**config.mk**
```make
export PLATFORM = sky130hd
export DESIGN_NAME = sqt_counter_timer
export DESIGN_NICKNAME = d
export VERILOG_FILES = /design/src/rtl/sqt_pkg.sv /design/src/rtl/sqt_rst_sync.sv /design/src/rtl/sqt_preset_regs.sv /design/src/rtl/sqt_down_counter.sv /design/src/rtl/sqt_ready_flag.sv /design/src/rtl/sqt_counter_timer.sv
export SDC_FILE = /design/constraint.sdc
export NUM_CORES = 1
export LEC_CHECK = 0
export BUFFER_PORTS_ARGS = -buffer_cell sky130_fd_sc_hd__buf_2
export CORE_MARGIN = 3
export CORE_UTILIZATION = 40
export CTS_BUF_LIST = sky130_fd_sc_hd__clkbuf_8 sky130_fd_sc_hd__clkbuf_16
export DETAILED_ROUTE_END_ITERATION = 10
export GPL_TIMING_DRIVEN = 0
export HOLD_SLACK_MARGIN = 0.05
export SYNTH_ARGS = -nofsm -noshare
export SYNTH_HDL_FRONTEND = slang
export SYNTH_HIERARCHICAL = 1
export SYNTH_SLANG_ARGS = --single-unit
export TNS_END_PERCENT = 5
```
**constraint.sdc**
```tcl
create_clock -name clk_i -period 2.05 [get_ports clk_i]
set_clock_uncertainty 0.15 [all_clocks]
set_input_delay 0.205 -clock clk_i [delete_from_list [all_inputs] [get_ports clk_i]]
set_output_delay 0.205 -clock clk_i [all_outputs]
set_load 0.05 [all_outputs]
```
**src/rtl/sqt_pkg.sv**
```systemverilog
package sqt_pkg;

  typedef enum logic {
    CT_COUNTER = 1'b0,
    CT_TIMER   = 1'b1
  } ct_mode_e;

  localparam int unsigned SQT_MIN_PRESET = 2;

endpackage

```
**src/rtl/sqt_rst_sync.sv**
```systemverilog
module sqt_rst_sync #(
  parameter int unsigned STAGES = 2
) (
  input  logic clk_i,
  input  logic rst_ni,
  output logic rst_sync_no
);

  logic [STAGES-1:0] chain_q;
  logic [STAGES-1:0] chain_d;

  always_comb begin
    chain_d = {chain_q[STAGES-2:0], 1'b1};
  end

  always_ff @(posedge clk_i or negedge rst_ni) begin
    if (!rst_ni) begin
      chain_q <= '0;
    end else begin
      chain_q <= chain_d;
    end
  end

  assign rst_sync_no = chain_q[STAGES-1];

endmodule

```
**src/rtl/sqt_preset_regs.sv**
```systemverilog
module sqt_preset_regs import sqt_pkg::*; #(
  parameter int unsigned BYTE_W = 8,
  parameter int unsigned LANES  = 2,
  localparam int unsigned CNT_W = BYTE_W * LANES
) (
  input  logic              clk_i,
  input  logic              rst_ni,
  input  logic [LANES-1:0]  lane_we_i,
  input  logic [BYTE_W-1:0] wr_data_i,
  output logic [CNT_W-1:0]  preset_o
);

  logic [CNT_W-1:0] raw_value;

  for (genvar g = 0; g < LANES; g++) begin : g_lane
    logic [BYTE_W-1:0] byte_q;
    logic [BYTE_W-1:0] byte_d;

    always_comb begin
      byte_d = byte_q;
      if (lane_we_i[g]) begin
        byte_d = wr_data_i;
      end
    end

    always_ff @(posedge clk_i or negedge rst_ni) begin
      if (!rst_ni) begin
        byte_q <= '0;
      end else if (lane_we_i[g]) begin
        byte_q <= byte_d;
      end
    end

    assign raw_value[g*BYTE_W +: BYTE_W] = byte_q;
  end

  always_comb begin
    if (raw_value < CNT_W'(SQT_MIN_PRESET)) begin
      preset_o = CNT_W'(SQT_MIN_PRESET);
    end else begin
      preset_o = raw_value;
    end
  end

  AST_PRESET_HOLD: assert property (@(posedge clk_i) disable iff (!rst_ni)
    (lane_we_i == '0) |=> $stable(preset_o)) else $error("preset moved without write");

endmodule

```
**src/rtl/sqt_down_counter.sv**
```systemverilog
module sqt_down_counter import sqt_pkg::*; #(
  parameter int unsigned CNT_W = 16
) (
  input  logic             clk_i,
  input  logic             rst_ni,
  input  logic             start_i,
  input  logic             stop_i,
  input  logic             mode_i,
  input  logic [CNT_W-1:0] preset_i,
  output logic             sq_o,
  output logic             evt_o
);

  logic [CNT_W-1:0] cnt_q, cnt_d;
  logic             run_q, run_d;
  logic             sq_q, sq_d;
  ct_mode_e         mode_q, mode_d;
  logic             at_end;
  logic             evt;
  logic             upd_en;

  assign at_end = (cnt_q == CNT_W'(1));
  assign upd_en = start_i | stop_i | run_q;

  always_comb begin
    run_d  = run_q;
    cnt_d  = cnt_q;
    sq_d   = sq_q;
    mode_d = mode_q;
    evt    = 1'b0;
    if (start_i) begin
      run_d  = 1'b1;
      cnt_d  = preset_i;
      sq_d   = 1'b1;
      mode_d = ct_mode_e'(mode_i);
    end else if (stop_i && (mode_q == CT_COUNTER)) begin
      run_d = 1'b0;
    end else if (run_q) begin
      if (at_end) begin
        if (mode_q == CT_TIMER) begin
          cnt_d = preset_i;
          sq_d  = ~sq_q;
          evt   = ~sq_q;
        end else begin
          cnt_d = '0;
          sq_d  = 1'b0;
          run_d = 1'b0;
          evt   = 1'b1;
        end
      end else begin
        cnt_d = cnt_q - CNT_W'(1);
      end
    end
  end

  always_ff @(posedge clk_i or negedge rst_ni) begin
    if (!rst_ni) begin
      cnt_q  <= '0;
      run_q  <= 1'b0;
      sq_q   <= 1'b0;
      mode_q <= CT_COUNTER;
    end else if (upd_en) begin
      cnt_q  <= cnt_d;
      run_q  <= run_d;
      sq_q   <= sq_d;
      mode_q <= mode_d;
    end
  end

  assign sq_o  = sq_q;
  assign evt_o = evt;

  AST_RUN_NONZERO: assert property (@(posedge clk_i) disable iff (!rst_ni)
    run_q |-> (cnt_q != '0)) else $error("running with zero count");
  AST_START_HIGH: assert property (@(posedge clk_i) disable iff (!rst_ni)
    start_i |=> (sq_o && run_q)) else $error("start did not raise output");
  AST_IDLE_FROZEN: assert property (@(posedge clk_i) disable iff (!rst_ni)
    (!run_q && !start_i) |=> ($stable(sq_o) && $stable(cnt_q))) else $error("idle state moved");
  AST_TIMER_NO_HALT: assert property (@(posedge clk_i) disable iff (!rst_ni)
    (run_q && (mode_q == CT_TIMER) && !start_i) |=> run_q) else $error("timer halted");
  AST_CTR_HALTS: assert property (@(posedge clk_i) disable iff (!rst_ni)
    (evt_o && (mode_q == CT_COUNTER) && !start_i) |=> (!run_q && !sq_o)) else $error("counter kept running");
  AST_CTR_STOP_HOLDS: assert property (@(posedge clk_i) disable iff (!rst_ni)
    (stop_i && !start_i && (mode_q == CT_COUNTER)) |=> ($stable(sq_o) && !run_q)) else $error("stop did not halt");

endmodule

```
**src/rtl/sqt_ready_flag.sv**
```systemverilog
module sqt_ready_flag (
  input  logic clk_i,
  input  logic rst_ni,
  input  logic set_i,
  input  logic clr_i,
  output logic ready_o
);

  logic flag_q, flag_d;
  logic flag_en;

  assign flag_en = set_i | clr_i;

  always_comb begin
    flag_d = flag_q;
    if (set_i) begin
      flag_d = 1'b1;
    end else if (clr_i) begin
      flag_d = 1'b0;
    end
  end

  always_ff @(posedge clk_i or negedge rst_ni) begin
    if (!rst_ni) begin
      flag_q <= 1'b0;
    end else if (flag_en) begin
      flag_q <= flag_d;
    end
  end

  assign ready_o = flag_q;

  AST_RDY_CAUSE: assert property (@(posedge clk_i) disable iff (!rst_ni)
    $rose(ready_o) |-> $past(set_i)) else $error("flag rose without event");
  AST_STOP_CLEARS: assert property (@(posedge clk_i) disable iff (!rst_ni)
    (clr_i && !set_i) |=> !ready_o) else $error("stop left flag set");

endmodule

```
**src/rtl/sqt_counter_timer.sv**
```systemverilog
module sqt_counter_timer import sqt_pkg::*; #(
  parameter int unsigned BYTE_W    = 8,
  parameter int unsigned RST_STAGE = 2,
  localparam int unsigned LANES    = 2,
  localparam int unsigned CNT_W    = BYTE_W * LANES
) (
  input  logic              clk_i,
  input  logic              rst_ni,
  input  logic              wr_hi_i,
  input  logic              wr_lo_i,
  input  logic [BYTE_W-1:0] wr_data_i,
  input  logic              mode_i,
  input  logic              start_i,
  input  logic              stop_i,
  output logic              sq_o,
  output logic              ready_o
);

  logic             rst_n_int;
  logic [CNT_W-1:0] preset;
  logic             cycle_evt;

  sqt_rst_sync #(
    .STAGES (RST_STAGE)
  ) u_rst_sync (
    .clk_i       (clk_i),
    .rst_ni      (rst_ni),
    .rst_sync_no (rst_n_int)
  );

  sqt_preset_regs #(
    .BYTE_W (BYTE_W),
    .LANES  (LANES)
  ) u_preset (
    .clk_i     (clk_i),
    .rst_ni    (rst_n_int),
    .lane_we_i ({wr_hi_i, wr_lo_i}),
    .wr_data_i (wr_data_i),
    .preset_o  (preset)
  );

  sqt_down_counter #(
    .CNT_W (CNT_W)
  ) u_counter (
    .clk_i    (clk_i),
    .rst_ni   (rst_n_int),
    .start_i  (start_i),
    .stop_i   (stop_i),
    .mode_i   (mode_i),
    .preset_i (preset),
    .sq_o     (sq_o),
    .evt_o    (cycle_evt)
  );

  sqt_ready_flag u_ready (
    .clk_i   (clk_i),
    .rst_ni  (rst_n_int),
    .set_i   (cycle_evt),
    .clr_i   (stop_i),
    .ready_o (ready_o)
  );

  AST_RESET_QUIET: assert property (@(posedge clk_i)
    !rst_n_int |-> (!sq_o && !ready_o)) else $error("outputs active in reset");

endmodule

```
======== Word level (Yosys, flattened, before mapping) ========
Cells that the tools add are included.
word-level totals
  register bits after elaboration ......... 38
  input bits .............................. 15
operators by class
  reductions and logical operators ........ 8
  bitwise operators ....................... 5
  equality and inequality tests ........... 2
  add/subtract/negate cells ............... 1
  mux-type cells .......................... 23
  $lt $le $gt $ge ......................... 1
operators by type and width
  operator               number
  $mux 16                6
  $mux 1                 17
  $eq 16x1->1 const B    1
  $lt 16x2->1 const B    1
  $sub 16x1->16 const B  1
  $reduce_bool 2->1      3
  $reduce_and 2->1       2
  $reduce_and 4->1       1
  $or 1x1->1             3
  $reduce_and 3->1       1
  $ne 2x2->1 const B     1
  $not 1->1              2
  $logic_and 1x1->1      1

======== Longest topological paths before layout ========
Gate-level depths: netlist of the first run.
  word-level depth ........................ 8
  mapped depth ............................ 7
  gate-level depth less buffers ........... 7

======== By module ========
The synthesis of the first run kept the hierarchy.
by module, submodules not included
  module            cells an instance  area each (µm²)  instances  seq. area each (µm²)
  sqt_down_counter  123                1197.4           1          475.5
  sqt_preset_regs   56                 705.7            1          400.4
  sqt_rst_sync      3                  53.8             1          50.0
  sqt_ready_flag    3                  36.3             1          25.0

======== Least setup slack after synthesis of the first run ========
Ideal clock, no wire load.
  path type ............................... reg-to-reg
  from .................................... register u_counter.cnt_q[0]
  to ...................................... register u_counter.cnt_q[14]
  setup slack ............................. 97 ps
  stages on the path, launching flop included .. 7
  arrival ................................. 1679 ps
  clock period less this slack ............ 1953 ps
  setup time .............................. 124 ps
  buffers on the path ..................... 0
  cells stage by stage .................... dfrtp_1 -> inv_1 -> ha_1 -> nand3_1 -> or2_1 -> o311a_1 -> a211o_1
between the ends
  word-level cells in the longest chain between the ends .. 5
  elaborated cells on any way between the ends .. 6
  classes of those cells .................. add/sub: 1; eq/ne: 1; mux: 4
RTL lines
  item                                          line                                            source
  from (decl)                                   sqt_down_counter.sv:14                          logic [CNT_W-1:0] cnt_q, cnt_d;
  from (signal assigned)                        sqt_down_counter.sv:63                          cnt_q <= cnt_d;
  $sub 16x1->16 or $eq 16x1->1 (tied branches)  sqt_down_counter.sv:51, sqt_down_counter.sv:22
  $mux 16 *                                     sqt_down_counter.sv:39                          if (at_end) begin
  $mux 16 *                                     sqt_down_counter.sv:38                          end else if (run_q) begin
  $mux 16 *                                     sqt_down_counter.sv:36                          end else if (stop_i && (mode_q == CT_COUNTER)) begin
  $mux 16 *                                     sqt_down_counter.sv:31                          if (start_i) begin
Mark *: on every way between the ends. The rest lies on a longest branch, timed or not. The select of a mux whose other input is x is not followed.
A chain may end at the register's enable or synchronous reset.

======== Worst setup path after layout of the first run ========
  from .................................... register u_counter.cnt_q[4]
  to ...................................... register u_counter.cnt_q[2]
between the ends
  word-level cells in the longest chain between the ends .. 5
RTL lines
  item         line                    source
  $eq 16x1->1  sqt_down_counter.sv:22  assign at_end = (cnt_q == CNT_W'(1));
  $mux 16      sqt_down_counter.sv:39
  $mux 16      sqt_down_counter.sv:38
  $mux 16      sqt_down_counter.sv:36
  $mux 16      sqt_down_counter.sv:31
No other way between the ends. The select of a mux whose other input is x is not followed.

==> flow_metrics.env, run 1 <==
export IMPL_maxSlewViolCount=0
export IMPL_ios=17
export IMPL_route_detailed_drc=0
export IMPL_postSynthCellCount=185
export IMPL_max_freq_mhz=469
export IMPL_overflow=0
export IMPL_cp_max_fo=7
export IMPL_p_seq_frac=0.432
export IMPL_powerDensity_nw_per_um2=861
export IMPL_clk_latency_ns=0.29
export IMPL_register_area_um2=953
export IMPL_vias_per_cell=5.68
export IMPL_hp_class="in2reg"
export IMPL_cts_buffers=5
export IMPL_route_met3_wl_um=281
export IMPL_final_core_util=0.547
export IMPL_fill_cells=427
export IMPL_wl_met2_mm=2.68
export IMPL_diodes=0
export IMPL_slew_headroom=0.536
export IMPL_p_int_uw=1610
export IMPL_r2r_start="u_counter/cnt_q[4]"
export IMPL_synth_fp_nets=202
export IMPL_hold_viol=0
export IMPL_p_comb_frac=0.220
export IMPL_io_buffers=14
export IMPL_num_vias=1686
export IMPL_critPathCapture="u_counter/cnt_q[2]"
export IMPL_dp_worst_setup_slack_ns=-0.146
export IMPL_yosysTopAreaCell="dfrtp_1"
export IMPL_synthFlopType="dfrtp_1"
export IMPL_synth_edf_count=0
export IMPL_synth_top_family_by_area="compound AO/OA/AOI/OAI gates"
export IMPL_synth_xor_area_frac=0
export IMPL_synth_cell_type_count=49
export IMPL_antenna_found_initial=0
export IMPL_die_y_um=76.6
export IMPL_synth_compound_area_share=0.188
export IMPL_core_area_um2=4750
export IMPL_synth_async_reset_ratio=1.00
export IMPL_ys_seq_elements=38
export IMPL_grt_max_degree=23
export IMPL_routed_wl_mm=5.18
export IMPL_crit_required_ns=2.07
export IMPL_die_w_um=76.6
export IMPL_muxShareOfSynthArea=0.0954
export IMPL_synth_adder_area_share=0.0126
export IMPL_p_leak_uw=0.00107
export IMPL_max_cap_violations=0
export IMPL_globalplace_congestion=0.913
export IMPL_grt_first_pass_wirelength_mm=8.35
export IMPL_ir_worst_vdd_v=0.000497
export IMPL_first_global_vias=1673
export IMPL_worstSetupEndpointType="flip-flop"
export IMPL_setup_violations=14
export IMPL_cts_tree="done"
export IMPL_routedWlPerCell_um=17.5
export IMPL_global_route_usage_total=0.179
export IMPL_synth_cell_area_um2=1990
export IMPL_status="finished, violations left"
export IMPL_seq_area_frac_synth=0.477
export IMPL_rrSetupSlack_ns=-0.08
export IMPL_yosys_warnings=6
export IMPL_die_area_um2=5870
export IMPL_fin_crit_ns=2.13
export IMPL_final_nets=246
export IMPL_synth_avg_cell_area_um2=10.8
export IMPL_r2r_end="u_counter/cnt_q[2]"
export IMPL_synthSimpleGateAreaFrac=0.172
export IMPL_worstSetupPathType="reg2reg"
export IMPL_syn_to_final_growth_pct=30.6
export IMPL_wl_met1_mm=2.14
export IMPL_multi_input_area_um2=1020
export IMPL_top_layer_used="met4"
export IMPL_r2r_cells=7
export IMPL_place_area_um2=2170
export IMPL_finalPower_uw=2240
export IMPL_yosysMostFrequentCell="dfrtp_1"
export IMPL_fin_setup_tns_ns=-0.627
export IMPL_drtIter0Drc=177
export IMPL_rsz0062_at_grt="yes"
export IMPL_violations="setup timing"
export IMPL_clkPwrFrac=0.348
export IMPL_root_buffer="clkbuf_8"
export IMPL_setup_ws_ns=-0.0816
export IMPL_dr_pass1_iters=4
export IMPL_crit_start="u_counter/cnt_q[4]"
export IMPL_holdPathStages=3
export IMPL_ant_nets=0
export IMPL_p_sw_uw=629
export IMPL_cp_start_kind="flip-flop"
export IMPL_worstMarginPinSlew_ns=0.695
export IMPL_num_rows=25
export IMPL_finalCritPeriodShare=1.04
export IMPL_cts_buffer_depth=2
export IMPL_crit_arrival_ns=2.15
export IMPL_p_sw_frac=0.280
export IMPL_cts_max_level=2
export IMPL_final_area_um2=2600
export IMPL_cts_sinks=38
export IMPL_synth_area_leaders="dfrtp_1 (48%), mux2_2 (9.0%), a221o_1 (4.5%), clkbuf_1 (3.0%), o21ai_0 (2.3%)"
export IMPL_dpl_hpwl_mm=3.48
export IMPL_start_util=0.419
export IMPL_drive_gt1_frac=0.357
export IMPL_clk_pin_slew_ns=0.08
export IMPL_ys_top_cells_by_count="dfrtp_1 (38), clkbuf_1 (16), mux2_2 (16), nor2_1 (10)"
export IMPL_yosysTopAreaCellShare=0.477
[kinds of logic after synthesis]
| group | count (synthesis) |
|---|---|
| buf+inv | 25 |
| fa+ha+maj | 2 |
| other cells | 1 |
| compound gates | 48 |
| flops | 38 |
| mux | 17 |
| simple gates | 54 |
[routing by layer]
layer | GRT usage | vias up
met5 | 0 | -
met4 | 0.0543 | 0
met3 | 0.0366 | 10
met2 | 0.309 | 73
met1 | 0.225 | 821
li1 | - | 782
[power groups by stage]
stage,logic (µW),registers (µW),clock network [µW]
after detailed placement,374,971,0
final,492,970,780
after CTS,431,961,798
after global routing,540,984,837
after global placement,351,977,0
after floorplan,279,948,0
[cell type report]
cell class	instances	area share
flip-flops and latches	38	0.366
repair buffers	37	0.113
clock buffers	6	0.0317
inverters	5	0.00721
clock inverters	2	0.0231
well taps	67	0.0322
plain buffers	20	0.0346
multi-input cells	122	0.391
[worst max-delay path, stage by stage, from the launching register on]
cell and delay [ns]:
dfrtp_2 0.45, nor3_4 0.26, buf_6 0.14, nand4b_4 0.17, o21ai_4 0.31, buf_6 0.14
o21ai_2 0.04, a221o_1 0.33
[cells in the final DEF (no fill, tap or decap), types with 2 or more instances in the layout]
master         instances
a221o_1                9
dlygate4sd3_1         10
a221o_2                2
nor4_2                 4
nor4_1                 3
buf_2                 16
buf_4                 11
a21oi_1                6
inv_1                  4
dfrtp_1               36
buf_6                  3
o31ai_1                2
clkbuf_1              15
mux2_2                16
nor2_1                 9
o21ai_0                7
o311a_1                3
nor3b_1                2
nor3_4                 2
bufinv_16              2
nand3_1                3
nand2_1                9
dfrtp_2                2
a211o_1                2
nor3_1                 7
a21o_1                 2
clkbuf_8               6
[timing repair]
| item | 4_1_cts | 5_1_grt |
|---|---|---|
| hold buffers | 10 | 0 |
| pin swaps | 2 | 7 |
| gates cloned | 0 | 1 |
| setup buffers | 2 | 9 |
| endpoints found under the hold margin | 19 | 0 |
| endpoints found under the setup margin | 17 | 17 |
| resized for setup | 15 | 11 |
[stage by stage]
| step | hold slack [ns] | instances |
|---|---|---|
| floorplan | -0.241 | 185 |
| global placement | -0.160 | 266 |
| detailed placement | -0.157 | 267 |
| CTS | 0.0561 | 287 |
| global route | 0.0735 | 297 |
| finish | 0.0668 | 297 |
[how the worst min path moves through the flow]
stage,start,end
after CTS,stop_i,u_ready/ready_o
after global placement,rst_ni,u_rst_sync/chain_q[0]
after global routing,rst_ni,u_rst_sync/chain_q[1]
final,stop_i,u_ready/ready_o
after floorplan,rst_ni,u_rst_sync/chain_q[0]
after detailed placement,rst_ni,u_rst_sync/chain_q[0]
[state kept, by name (all words and copies together) (netlist names)]
name	cells
u_counter/cnt_q	16
u_counter/mode_q	1
u_counter/run_q	1
u_counter/sq_o	1
u_preset/g_lane.byte_q	16
u_ready/ready_o	1
u_rst_sync/chain_q	2
No activity file was read; power rests on OpenSTA's default activity.
==> inputs of run 2 (changes only) <==
Settings changed: ABC_AREA from default to 1.
Clock period 2.05 ns to 1.9 ns, I/O delays scaled along.
==> run 2 against run 1 <==
  * The flow now finishes without violations
  * Non-clock buffer count fell by 7
  * Global-route usage fell by 0.71 points
  * Clock power rose by 6.5%
  * Cell count rose by 33%
  * Routed wire length fell by 2.1%
  * Maximum frequency rose by 21%
  * Critical path depth rose by 4
  * Synthesized area rose by 14%
==> flow_metrics.env, run 2 <==
export IMPL_dpl_hpwl_mm=3.67
export IMPL_setup_violations=0
export IMPL_num_vias=1825
export IMPL_global_route_usage_total=0.172
export IMPL_synth_adder_area_share=0.0110
export IMPL_synth_xor_area_frac=0.00771
export IMPL_grt_first_pass_wirelength_mm=8.68
export IMPL_multi_input_area_um2=1110
export IMPL_cts_tree="done"
export IMPL_num_rows=26
export IMPL_ir_worst_vdd_v=0.000586
export IMPL_register_area_um2=952
export IMPL_dr_pass1_iters=4
export IMPL_antenna_found_initial=0
export IMPL_postSynthCellCount=288
export IMPL_final_core_util=0.513
export IMPL_final_nets=341
export IMPL_synthSimpleGateAreaFrac=0.303
export IMPL_ios=17
export IMPL_fin_setup_tns_ns=0
export IMPL_cpPeakStageDelay_ns=0.40
export IMPL_synthFlopType="dfrtp_1"
export IMPL_clk_latency_ns=0.29
export IMPL_synth_fp_nets=305
export IMPL_cts_max_level=2
export IMPL_p_leak_uw=0.00135
export IMPL_ys_top_cells_by_count="nand2_1 (83), nor2_1 (50), dfrtp_1 (38), inv_1 (23), nand3_1 (15)"
export IMPL_synth_area_leaders="dfrtp_1 (42%), nand2_1 (14%), mux2_4 (9.3%), nor2_1 (8.3%), inv_1 (3.8%)"
export IMPL_die_area_um2=6620
export IMPL_slew_headroom=0.472
export IMPL_worstSetupPathType="reg2reg"
export IMPL_path_common_cell="nand2_1"
export IMPL_yosysTopAreaCell="dfrtp_1"
export IMPL_rsz0062_at_grt="no"
export IMPL_finalCritPeriodShare=0.929
export IMPL_drtIter0Drc=97
export IMPL_crit_chain="inv_1 -> ha_1 -> nand2_2 -> nor2_2 -> nand2_2 -> o21ai_2 -> buf_6 -> nand2_1 -> nand2_1 -> nand2_1 -> nand2_1"
export IMPL_cp_slowest_cell="dfrtp_1"
export IMPL_worstMarginPinSlew_ns=0.792
export IMPL_synth_avg_cell_area_um2=7.89
export IMPL_ys_seq_elements=38
export IMPL_status="completed"
export IMPL_yosysTopAreaCellShare=0.419
export IMPL_yosysMostFrequentCell="nand2_1"
export IMPL_core_area_um2=5300
export IMPL_first_global_vias=1889
export IMPL_yosys_warnings=6
export IMPL_worstSetupEndpointType="flip-flop"
export IMPL_route_detailed_drc=0
export IMPL_cts_sinks=38
export IMPL_die_w_um=81.4
export IMPL_diodes=0
export IMPL_cts_buffer_depth=2
export IMPL_grt_max_degree=37
export IMPL_synth_cell_area_um2=2270
export IMPL_synth_top_family_by_area="simple AND/OR/NAND/NOR gates"
export IMPL_muxShareOfSynthArea=0.0925
export IMPL_max_freq_mhz=567
export IMPL_cp_num_buf_inv=2
export IMPL_vias_per_cell=4.62
export IMPL_die_y_um=81.4
export IMPL_crit_family="simple AND/OR/NAND/NOR gates"
export IMPL_crit_arrival_ns=1.85
export IMPL_seq_area_frac_synth=0.419
export IMPL_maxSlewViolCount=0
export IMPL_final_cell_mix="nand2_1 (83), nor2_1 (49), dfrtp_1 (37)"
export IMPL_drive_gt1_frac=0.191
export IMPL_cts_buffers=5
export IMPL_synth_cell_type_count=29
export IMPL_crit_required_ns=1.98
export IMPL_synth_async_reset_ratio=1.00
export IMPL_fill_cells=493
export IMPL_whs_ns=0.0743
export IMPL_hp_class="in2reg"
export IMPL_final_common_cell="nand2_1"
export IMPL_postCtsSetupRepairBufs=0
export IMPL_synth_edf_count=0
export IMPL_synth_compound_area_share=0.0699
export IMPL_start_util=0.429
export IMPL_ant_nets=0
export IMPL_overflow=0
export IMPL_hold_viol=0
export IMPL_cp_max_fo=10
export IMPL_routedWlPerCell_um=12.8
export IMPL_fin_crit_ns=1.77
export IMPL_setup_ws_ns=0.135
export IMPL_dp_worst_setup_slack_ns=0.144
export IMPL_io_buffers=14
export IMPL_syn_to_final_growth_pct=19.8
export IMPL_cp_start_kind="flip-flop"
export IMPL_max_cap_violations=0
export IMPL_root_buffer="clkbuf_8"
export IMPL_powerDensity_nw_per_um2=905
export IMPL_routed_wl_mm=5.07
export IMPL_globalplace_congestion=0.882
export IMPL_reg_top3="u_counter/cnt_q (16), u_preset/g_lane.byte_q (16), u_rst_sync/chain_q (2)"
export IMPL_finalPower_uw=2460
export IMPL_clk_pin_slew_ns=0.08
[run 2: cell count changes in the layout (fill, tap and decap cells not counted), sizes merged, moves of 5 or more]
| cell | before | now |
|---|---|---|
| nor2 | 11 | 55 |
| inv | 5 | 25 |
| dlygate4sd3 | 10 | 15 |
| o21ai | 10 | 5 |
| nand3 | 5 | 15 |
| o211ai | 1 | 6 |
| nor3 | 9 | 0 |
| nor4 | 7 | 0 |
| a221o | 11 | 0 |
| buf | 31 | 20 |
| nand2 | 9 | 88 |
[run 2: power by group]
group          internal [µW]  total, µW  switching [µW]
Clock                    526        831             304
Combinational            253        575             322
Sequential               923       1060             133
[run 2: cell families (layout without fill, tap and decap cells)]
| group | after synthesis | in the layout |
|---|---|---|
| muxes | 14 | 14 |
| other | 1 | 1 |
| adders and majority gates | 2 | 2 |
| and+or+nand+nor | 162 | 162 |
| xor gates and xnor gates | 2 | 2 |
| DFF | 38 | 38 |
| AOI/OAI and AO/OA | 23 | 23 |
| buffers and inverters | 46 | 83 |
[run 2: area by class of cell]
class / count / area share
multi-input cells: 204 / 0.406
plain buffers: 21 / 0.0455
inverters: 25 / 0.0345
clock inverters: 3 / 0.0253
clock buffers: 5 / 0.0253
repair buffers: 29 / 0.0809
well taps: 70 / 0.0322
flip-flops and latches: 38 / 0.350
[run 2: path summary, 6_finish.rpt]
path	from	end	slack, ns	cells past startpoint
worst max-delay path	u_counter/cnt_q[1]	u_counter/cnt_q[8]	0.13	11
worst min-delay path	wr_hi_i	u_preset/g_lane[1].byte_q[5]	0.07	2
worst max register to register	u_counter/cnt_q[1]	u_counter/cnt_q[8]	0.13	11
worst min register to register	u_rst_sync/chain_q[1]	u_preset/g_lane[0].byte_q[4]	0.21	0
max in group asynchronous	u_rst_sync/chain_q[1]	u_preset/g_lane[0].byte_q[0]	0.88	0
min in group asynchronous	u_rst_sync/chain_q[1]	u_preset/g_lane[0].byte_q[4]	0.21	0
[run 2: worst register-to-register path: cells and delay by family, from the launching register on]
kind	cells	cell delay, ns
compound gates	1	0.16
fa+ha+maj	1	0.20
buf+inv	2	0.24
flops	1	0.40
simple gates	7	0.57
[run 2: routing by layer]
metal  up-vias  share of wire  track usage
li1        964              -            -
met1       827           0.50        0.228
met2        30           0.47        0.287
met3         4          0.028       0.0333
met4         0         0.0051       0.0405
met5         -              0            0
[run 2: metrics by stage]
step	cell area, µm²	cells
floorplan	2270	288
finish	2720	395
detailed placement	2430	372
global route	2720	395
CTS	2720	395
global placement	2430	372
[run 2: timing repair]
| action | CTS | global route |
|---|---|---|
| endpoints found under the setup margin | 0 | 2 |
| endpoints found under the hold margin | 20 | 0 |
| gates resized for setup | 0 | 1 |
| hold buffers | 15 | 0 |
==> inputs of run 3 (changes only) <==
Clock period 1.9 ns to 1.6 ns, I/O delays scaled along.
==> run 3 against run 2 <==
  * The run now ends with setup timing left
  * Critical endpoint is now u_counter/cnt_q[6]
  * Via count is 6.1% higher
  * Cell count increased by 5.6%
  * Largest cell class unchanged
  * Sequential power rose by 17%
  * Sequential share of layout area is 3.1 points lower
  * Clock power is 20% higher
  * Hold slack improved by 0.022 ns
  * Routed wire length rose by 11%
  * Clock-buffer cell count unchanged
  * First-iteration DRC count rose by 75%
  * Core utilization rose by 5.2 points
  * Sequential cell count unchanged
  * Total power grew 29%
==> flow_metrics.env, run 3 (synthesized netlist as in run 2, its figures left out) <==
export IMPL_fin_setup_tns_ns=-0.786
export IMPL_first_global_vias=2014
export IMPL_routedWlPerCell_um=13.5
export IMPL_cts_sinks=38
export IMPL_root_buffer="clkbuf_8"
export IMPL_routed_wl_mm=5.64
export IMPL_p_sw_frac=0.317
export IMPL_hold_viol=0
export IMPL_crit_chain="nor2_2 -> nand2_2 -> nor2_4 -> nand2_4 -> nand2_4 -> nand2_2 -> buf_6 -> o211ai_1 -> nand2_1"
export IMPL_r2r_start="u_counter/cnt_q[5]"
export IMPL_p_seq_frac=0.392
export IMPL_p_sw_uw=1000
export IMPL_whs_ns=0.0958
export IMPL_worstSetupPathType="reg2reg"
export IMPL_die_y_um=81.4
export IMPL_finalCritPeriodShare=1.05
export IMPL_final_area_um2=3000
export IMPL_reg_top3="u_counter/cnt_q (16), u_preset/g_lane.byte_q (16), u_rst_sync/chain_q (2)"
export IMPL_ios=17
export IMPL_hp_class="in2reg"
export IMPL_place_area_um2=2430
export IMPL_max_freq_mhz=595
export IMPL_dpl_hpwl_mm=3.67
export IMPL_crit_arrival_ns=1.71
export IMPL_drive_gt1_frac=0.285
export IMPL_cts_buffer_depth=2
export IMPL_min_from="start_i"
export IMPL_cts_tree="done"
export IMPL_drtIter0Drc=170
export IMPL_rrSetupSlack_ns=-0.08
export IMPL_worstSetupEndpointType="flip-flop"
export IMPL_core_area_um2=5300
export IMPL_diodes=0
export IMPL_cp_depth=9
export IMPL_ir_worst_vdd_v=0.000728
export IMPL_final_nets=363
export IMPL_global_route_usage_total=0.183
export IMPL_globalplace_congestion=0.882
export IMPL_max_cap_violations=0
export IMPL_worstMarginPinSlew_ns=0.799
export IMPL_violations="setup timing"
export IMPL_p_comb_frac=0.293
export IMPL_antenna_found_initial=0
export IMPL_vias_per_cell=4.65
export IMPL_cp_slowest_cell="dfrtp_1"
export IMPL_final_cell_mix="nand2_1 (78), nor2_1 (43), dfrtp_1 (35)"
export IMPL_powerDensity_nw_per_um2=1060
export IMPL_ant_nets=0
export IMPL_status="finished, violations left"
export IMPL_p_int_uw=2160
export IMPL_crit_required_ns=1.63
export IMPL_p_leak_uw=0.00150
export IMPL_r2r_cells=9
export IMPL_crit_start="u_counter/cnt_q[5]"
export IMPL_clk_latency_ns=0.29
export IMPL_cp_start_kind="flip-flop"
export IMPL_holdPathStages=3
export IMPL_final_common_cell="nand2_1"
export IMPL_cts_buffers=5
export IMPL_cp_max_fo=10
export IMPL_rsz0062_at_grt="yes"
export IMPL_fill_cells=466
export IMPL_route_detailed_drc=0
export IMPL_dr_pass1_iters=4
export IMPL_clk_pin_slew_ns=0.08
export IMPL_io_buffers=14
export IMPL_fin_crit_ns=1.68
export IMPL_cts_max_level=2
export IMPL_slew_headroom=0.467
export IMPL_syn_to_final_growth_pct=31.9
export IMPL_cp_num_buf_inv=1
export IMPL_num_vias=1937
export IMPL_crit_family="simple AND/OR/NAND/NOR gates"
export IMPL_grt_first_pass_wirelength_mm=9.25
export IMPL_setup_ws_ns=-0.0816
export IMPL_setup_violations=15
export IMPL_maxSlewViolCount=0
export IMPL_die_w_um=81.4
export IMPL_min_to="u_counter/mode_q"
export IMPL_die_area_um2=6620
export IMPL_cpPeakStageDelay_ns=0.41
export IMPL_start_util=0.429
export IMPL_clkPwrFrac=0.315
export IMPL_num_rows=26
export IMPL_overflow=0
export IMPL_grt_max_degree=37
export IMPL_r2r_end="u_counter/cnt_q[6]"
-- run 3: repair_timing --
item | in CTS | in global routing
buffers inserted | 14 | 3
setup endpoints to repair | 17 | 20
hold buffers | 18 | 0
hold endpoints to repair | 20 | 0
pin swaps | 12 | 4
gates resized for setup | 20 | 13
cloned | 1 | 1
-- run 3: metal layers --
metal  global-route usage  share of wire
met4               0.0473         0.0060
met2                0.315           0.48
met1                0.235           0.47
met5                    0              0
met3               0.0344          0.038
-- run 3: worst max-delay path by stage --
stage,endpoint,slack [ns]
after detailed placement,u_counter/cnt_q[8],-0.16
after floorplan,u_counter/cnt_q[10],0.04
after CTS,u_counter/cnt_q[8],-0.07
after global placement,u_ready/ready_o,-0.15
after global routing,u_counter/cnt_q[10],-0.18
final,u_counter/cnt_q[6],-0.08
-- run 3: layout make-up --
type,instances,area [µm²],share of cell area
tap,70,87.6,0.0292
sequential,38,955,0.319
clock inverter,3,68.8,0.0230
timing repair buffer,51,399,0.133
buffer,21,126,0.0422
inverter,25,96.3,0.0322
clock buffer,5,68.8,0.0230
multi-input combinational,204,1190,0.399
-- run 3: through the flow --
stage | worst slack (ns) | util | power, µW | cells
after floorplan | 0.0443 | - | 1760 | 288
after global placement | -0.153 | 0.458 | 1910 | 372
after detailed placement | -0.156 | 0.458 | 1930 | 372
after CTS | -0.0681 | 0.552 | 3120 | 413
after global routing | -0.176 | 0.565 | 3350 | 417
final | -0.0816 | 0.565 | 3160 | 417
-- run 3: power groups by stage --
stage	clock network, µW	logic (µW)	registers, µW
floorplan	0	516	1240
global placement	0	642	1270
CTS	1010	867	1240
global route	1070	1020	1260
detailed placement	0	652	1270
finish	997	927	1240
-- run 3: worst reg2reg max path: cells and delay by family, from the launching register on --
| family | cells | cell delay (ns) |
|---|---|---|
| DFF | 1 | 0.41 |
| AOI/OAI and AO/OA | 1 | 0.09 |
| and+or+nand+nor | 7 | 0.79 |
| buffers and inverters | 1 | 0.14 |
